[config.mk]
export PLATFORM = sky130hd
export DESIGN_NAME = nvs_store_guard
export DESIGN_NICKNAME = d
export VERILOG_FILES = /design/src/rtl/nvs_pkg.sv /design/src/rtl/nvs_pin_edge.sv /design/src/rtl/nvs_store_timer.sv /design/src/rtl/nvs_guard_latches.sv /design/src/rtl/nvs_store_guard.sv
export SDC_FILE = /design/constraint.sdc
export NUM_CORES = 1
export LEC_CHECK = 0
export BUFFER_PORTS_ARGS = -buffer_cell sky130_fd_sc_hd__buf_2
export CORE_AREA = 3 3 40 42
export CTS_BUF_LIST = sky130_fd_sc_hd__clkbuf_2 sky130_fd_sc_hd__clkbuf_4 sky130_fd_sc_hd__clkbuf_8
export DETAILED_ROUTE_END_ITERATION = 16
export DIE_AREA = 0 0 43 45
export HOLD_SLACK_MARGIN = 0.1
export PLACE_DENSITY = 0.62
export SETUP_SLACK_MARGIN = 0.1
export SYNTH_ARGS = -nofsm -noshare
export SYNTH_HDL_FRONTEND = slang
export SYNTH_SLANG_ARGS = --single-unit
[constraint.sdc]
create_clock -name clk -period 1.55 [get_ports clk]
set_input_delay 0.155 -clock clk [delete_from_list [all_inputs] [get_ports clk]]
set_output_delay 0.155 -clock clk [all_outputs]
set_load 0.05 [all_outputs]
[src/rtl/nvs_pkg.sv]
package nvs_pkg;

   // Decoded command set presented to the latch logic in one cycle
   typedef struct packed {
      logic wren;
      logic wrds;
      logic recall;
   } nvs_cmd_t;

   // Minimum synchronizer depth accepted by the pin front end
   localparam int unsigned NVS_MIN_SYNC = 2;

   function automatic int unsigned nvs_cnt_width(input int unsigned cycles);
      return (cycles < 2) ? 1 : $clog2(cycles);
   endfunction

endpackage

[src/rtl/nvs_pin_edge.sv]
module nvs_pin_edge #(
   parameter int unsigned SYNC_STAGES = 2
) (
   input  logic clk,
   input  logic rst_n,
   input  logic pin_n,
   output logic fall
);
   import nvs_pkg::*;

   localparam int unsigned LAST = SYNC_STAGES - 1;

   logic [LAST:0] sync_q;
   logic          prev_q;

   generate
      if (SYNC_STAGES < NVS_MIN_SYNC) begin : g_bad_depth
         $error("nvs_pin_edge: SYNC_STAGES below minimum");
      end
      for (genvar i = 0; i < SYNC_STAGES; i++) begin : g_sync
         if (i == 0) begin : g_first
            always_ff @(posedge clk or negedge rst_n) begin
               if (!rst_n) sync_q[0] <= 1'b1;
               else        sync_q[0] <= pin_n;
            end
         end else begin : g_next
            always_ff @(posedge clk or negedge rst_n) begin
               if (!rst_n) sync_q[i] <= 1'b1;
               else        sync_q[i] <= sync_q[i-1];
            end
         end
      end
   endgenerate

   always_ff @(posedge clk or negedge rst_n) begin
      if (!rst_n) prev_q <= 1'b1;
      else        prev_q <= sync_q[LAST];
   end

   assign fall = prev_q & ~sync_q[LAST];

endmodule

[src/rtl/nvs_store_timer.sv]
module nvs_store_timer #(
   parameter int unsigned STORE_CYCLES = 16
) (
   input  logic clk,
   input  logic rst_n,
   input  logic launch,
   output logic busy,
   output logic done,
   output logic start_pulse
);
   import nvs_pkg::*;

   localparam int unsigned CNT_W = nvs_cnt_width(STORE_CYCLES);
   localparam logic [CNT_W-1:0] LOAD = CNT_W'(STORE_CYCLES - 1);

   logic [CNT_W-1:0] cnt_q;
   logic             busy_q;
   logic             start_q;

   generate
      if (STORE_CYCLES < 1) begin : g_bad_len
         $error("nvs_store_timer: STORE_CYCLES must be at least 1");
      end
   endgenerate

   assign done = busy_q && (cnt_q == '0);

   always_ff @(posedge clk or negedge rst_n) begin
      if (!rst_n) begin
         cnt_q   <= '0;
         busy_q  <= 1'b0;
         start_q <= 1'b0;
      end else begin
         start_q <= 1'b0;
         if (busy_q) begin
            if (cnt_q == '0) busy_q <= 1'b0;
            else             cnt_q  <= cnt_q - 1'b1;
         end else if (launch) begin
            busy_q  <= 1'b1;
            cnt_q   <= LOAD;
            start_q <= 1'b1;
         end
      end
   end

   assign busy        = busy_q;
   assign start_pulse = start_q;

endmodule

[src/rtl/nvs_guard_latches.sv]
module nvs_guard_latches
   import nvs_pkg::*;
(
   input  logic     clk,
   input  logic     rst_n,
   input  nvs_cmd_t cmd,
   input  logic     busy,
   input  logic     done,
   input  logic     launch,
   output logic     wel,
   output logic     prl,
   output logic     recall_pulse
);

   logic wel_q, prl_q, rcl_q;
   logic idle_free;

   // Commands only act when no store is running or being launched
   assign idle_free = ~busy & ~launch;

   always_ff @(posedge clk or negedge rst_n) begin
      if (!rst_n) begin
         wel_q <= 1'b0;
      end else if (done) begin
         wel_q <= 1'b0;
      end else if (idle_free) begin
         if (cmd.wrds)      wel_q <= 1'b0;
         else if (cmd.wren) wel_q <= 1'b1;
      end
   end

   always_ff @(posedge clk or negedge rst_n) begin
      if (!rst_n) begin
         prl_q <= 1'b0;
         rcl_q <= 1'b0;
      end else begin
         rcl_q <= idle_free & cmd.recall;
         if (idle_free & cmd.recall) prl_q <= 1'b1;
      end
   end

   assign wel          = wel_q;
   assign prl          = prl_q;
   assign recall_pulse = rcl_q;

endmodule

[src/rtl/nvs_store_guard.sv]
module nvs_store_guard
   import nvs_pkg::*;
#(
   parameter int unsigned STORE_CYCLES = 16,
   parameter int unsigned SYNC_STAGES  = 2
) (
   input  logic clk,
   input  logic rst_n,
   input  logic wren_cmd,
   input  logic wrds_cmd,
   input  logic store_cmd,
   input  logic recall_cmd,
   input  logic store_pin_n,
   input  logic hw_recall,
   output logic busy,
   output logic write_permit,
   output logic store_start,
   output logic recall_start,
   output logic wel_flag,
   output logic prl_flag
);

   nvs_cmd_t cmd;
   logic     pin_fall;
   logic     store_req;
   logic     launch;
   logic     busy_i, done_i, wel_i, prl_i;

   nvs_pin_edge #(.SYNC_STAGES(SYNC_STAGES)) u_pin (
      .clk   (clk),
      .rst_n (rst_n),
      .pin_n (store_pin_n),
      .fall  (pin_fall)
   );

   assign cmd.wren   = wren_cmd;
   assign cmd.wrds   = wrds_cmd;
   assign cmd.recall = recall_cmd | hw_recall;

   assign store_req = store_cmd | pin_fall;
   assign launch    = store_req & ~busy_i & wel_i & prl_i;

   nvs_store_timer #(.STORE_CYCLES(STORE_CYCLES)) u_timer (
      .clk         (clk),
      .rst_n       (rst_n),
      .launch      (launch),
      .busy        (busy_i),
      .done        (done_i),
      .start_pulse (store_start)
   );

   nvs_guard_latches u_latch (
      .clk          (clk),
      .rst_n        (rst_n),
      .cmd          (cmd),
      .busy         (busy_i),
      .done         (done_i),
      .launch       (launch),
      .wel          (wel_i),
      .prl          (prl_i),
      .recall_pulse (recall_start)
   );

   assign busy         = busy_i;
   assign wel_flag     = wel_i;
   assign prl_flag     = prl_i;
   assign write_permit = wel_i & ~busy_i;

endmodule

==> summary.txt <==
Logic synthesis
  • Mapped Avg Cell Area: 13.5 um2
  • EDFF count, synth: 0
  • Top area cells in the synthesized netlist: sky130_fd_sc_hd__dfrtp_1 (46%), sky130_fd_sc_hd__dfstp_2 (16%), sky130_fd_sc_hd__mux2_4 (3.1%)
  • Post-synth ARST share: 1.00
  • Multiplexer area fraction after synthesis: 0.0514
  • Net count after synthesis: 45
  • Fraction of synthesized cell area taken by the top area cell type: 0.463
  • Number of flip-flops and latches in the synthesized netlist: 12
  • Post-synthesis sequential area ratio: 0.625
  • Synth Flop Type: sky130_fd_sc_hd__dfrtp_1
  • Synth Area in XOR/XNOR: 0
  • Yosys warning total: 0
  • Fraction of the mapped netlist area in compound gates: 0.134
  • Combinational family with the most area after synthesis: simple AND/OR/NAND/NOR gates
  • Mapped Cells: 36
  • Share of synthesized cell area in and, or, nand and nor gates: 0.149
  • Most frequent cells after synthesis: sky130_fd_sc_hd__dfrtp_1 (9), sky130_fd_sc_hd__dfstp_2 (3), sky130_fd_sc_hd__nor2_1 (3)
  • Number of distinct standard cells referenced by the synthesized netlist: 21
  • Area share of fa/ha/maj cells after synthesis: 0.0257
  • Most repeated cell in the gate-level netlist after synthesis: sky130_fd_sc_hd__dfrtp_1
  • Area of the mapped netlist: 487 um2
  • Largest area contributor in the netlist: sky130_fd_sc_hd__dfrtp_1

Layout
  • Layout cell share with drive strength beyond 1: 0.586
  • Area growth from synthesis to layout: 44.7%
  • Seq. cell area: 307 um2
  • Core Util, Final: 0.548
  • Fillcell total: ~110
  • Layout Cell Area excl Fill: between 700 and 800 um2
  • Final antenna diode count: 0
  • Non-filler cells, final: 73
  • Area of the multi-input gates: between 200 and 250 um2
  • Total Nets Final: roughly 70

Detailed routing
  • Detail Route Antenna Nets: 0
  • Drt via density: between 4 and 5
  • Total number of vias: 356
  • Initial detailed-routing violation count: 0
  • Routed wire length per instance: 14.0 um
  • First-pass iteration count of the detailed router: 1
  • Remaining DRCs: 0
  • Final Routed Wirelength: 1020 um

Timing
  • Hold slack final: around 0.13 ns
  • Clock tree skew after final layout: 0.000660 ns
  • Sum Neg Setup Slack: 0 ns
  • Period minus WS final: roughly 1.4 ns
  • Number of max-slew violations in the final report: 0
  • Worst setup slack after layout: 0.141 ns
  • Final Hold Viols: 0
  • Max-slew headroom: 0.821
  • Unrepaired setup endpoints after global routing: false
  • Pin slew with the least headroom to its limit: about 0.27 ns
  • Maximum clock frequency: just over 700 MHz
  • Ratio of final minimum period to clock period: 0.909
  • Setup violators final: 0

Place
  • Total placed cells including tap cells: 65
  • Post-Place Cell Area: slightly below 600 um2
  • Number of buffers inserted by port buffering: 13
  • Minimum setup slack after placement: 0.0991 ns
  • Final estimated routing congestion in global placement: between 0.7 and 0.8

Setup path
  • Internal reg-to-reg setup slack: 0.14 ns
  • Cells on worst reg2reg path: 7
  • Critical setup path kind: reg2reg
  • Top fanout value on the critical path: 4
  • Data arrival time of the critical path: 1.62 ns
  • Critical Path RT: 1.76 ns
  • Endpoint of the worst register-to-register path: u_timer.cnt_q[3]
  • Critical Path End Type: flop
  • Launch point of the worst reg-to-reg path: u_timer.cnt_q[1]
  • Worst Setup Start Kind: flop

Power
  • IR Drop Worst-Case VDD: between 0.0009 and 0.001 V
  • Total Power Consumption: about 1.6 mW
  • Power per cell area: 2210 mW/mm2
  • Leakage power: about 0.32 nW

Clock tree
  • CTS Root Cell: sky130_fd_sc_hd__clkbuf_4
  • Bufs on Longest Clock Path: 2
  • TritonCTS clock tree: built
  • Reg clk slew, reported paths: 0.08 ns
  • Number of buffers added by the clock tree synthesis step: 3
  • Skew-Pair Late Insertion Delay: ~0.28 ns
  • Count of H-tree levels built during CTS: 1
  • Sinks on Clock Net: 12

GRT
  • Initial antenna violation count: 0
  • Global-route wire length before repair: 1520 um
  • Pin count of the biggest net entering global routing: 13
  • Grt total ovfl: 0
  • GR Util All Layers: 0.114
  • Number of global-route vias before repair: 347

Hold path
  • Min-delay worst type: in2reg
  • Hold_sp: recall_cmd
  • Hold EP: u_latch.prl
  • Hold Path Cell Cnt: 3

Floorplan
  • Die Area: between 0.0015 and 0.002 mm2
  • Horiz. Die Dim: 43 um
  • Number of placement rows: 13
  • Starting density of the core: 0.379
  • Floorplan die height: approximately 45 um
  • Number of top-level design ports: 14
  • Core Footprint: 0.00128 mm2

Status
  • Status: finished, final reports clean

Run
  • Number of violations of the max-capacitance limit: 0
[worst max path at each step]
stage / startpoint / end / slack, ns / cells past startpoint
final: u_timer.cnt_q[1] / u_timer.cnt_q[3] / 0.14 / 7
after global routing: u_timer.cnt_q[1] / u_timer.cnt_q[3] / 0.09 / 7
after CTS: u_timer.cnt_q[1] / u_timer.cnt_q[3] / 0.11 / 7
after detailed placement: u_timer.cnt_q[0] / u_timer.cnt_q[3] / 0.1 / 7
after global placement: u_timer.cnt_q[0] / u_timer.cnt_q[3] / 0.11 / 7
after floorplan: u_latch.wel / u_timer.cnt_q[0] / 0.08 / 4
[metal layers]
metal / routed length (um) / global-route usage
met4: 27 / 0.0723
met1: 390 / 0.119
met5: 0 / 0
met2: 544 / 0.183
met3: 57 / 0.0598
[final cells by class]
cell class                      instances  share of cell area
Inverter                                2              0.0107
Multi-Input combinational cell         22               0.318
Clock buffer                            4              0.0515
Sequential cell                        12               0.435
Tap cell                               15              0.0266
Timing Repair Buffer                   18               0.158
[flip-flops by register name (all words and copies together), names as in the netlist]
name,flops
u_timer.busy,1
u_pin.prev_q,1
u_latch.prl,1
u_latch.wel,1
u_timer.cnt_q,4
u_timer.start_pulse,1
u_latch.recall_pulse,1
u_pin.sync_q,2
[kinds of logic after synthesis]
group / count (synthesis)
DFF: 12
and+or+nand+nor: 10
AOI/OAI and AO/OA: 9
buffers and inverters: 2
muxes: 2
adders and majority gates: 1
[worst max-delay path, stage by stage, from the launching register on]
cell and delay [ns]:
sky130_fd_sc_hd__dfrtp_1 0.37, sky130_fd_sc_hd__inv_1 0.08, sky130_fd_sc_hd__ha_4 0.17, sky130_fd_sc_hd__nand2b_4 0.08
sky130_fd_sc_hd__o21ai_4 0.08, sky130_fd_sc_hd__buf_6 0.14, sky130_fd_sc_hd__nor4_4 0.22, sky130_fd_sc_hd__mux2i_1 0.20
[power breakdown]
group | switching [mW] | internal, mW | leakage (nW)
clock | 0.110 | 0.143 | 0.0210
combinational | 0.428 | 0.341 | 0.163
sequential | 0.114 | 0.423 | 0.134
[repair_timing]
item	in CTS	in global routing
setup endpoints to repair	1	3
gates resized for setup	1	6
hold endpoints to repair	13	0
hold buffers	2	0
pin swaps	0	2
buffers inserted	1	1
[cell usage in the layout (no fill, tap or decap), types with 2 or more instances in the layout]
cell type	count
sky130_fd_sc_hd__dlygate4sd3_1	2
sky130_fd_sc_hd__dfrtp_2	2
sky130_fd_sc_hd__o21ai_0	2
sky130_fd_sc_hd__nand2b_4	2
sky130_fd_sc_hd__buf_2	13
sky130_fd_sc_hd__buf_4	2
sky130_fd_sc_hd__nor2_1	3
sky130_fd_sc_hd__dfstp_2	3
sky130_fd_sc_hd__clkbuf_4	3
sky130_fd_sc_hd__dfrtp_1	7
(Power assumes the default switching activity.)
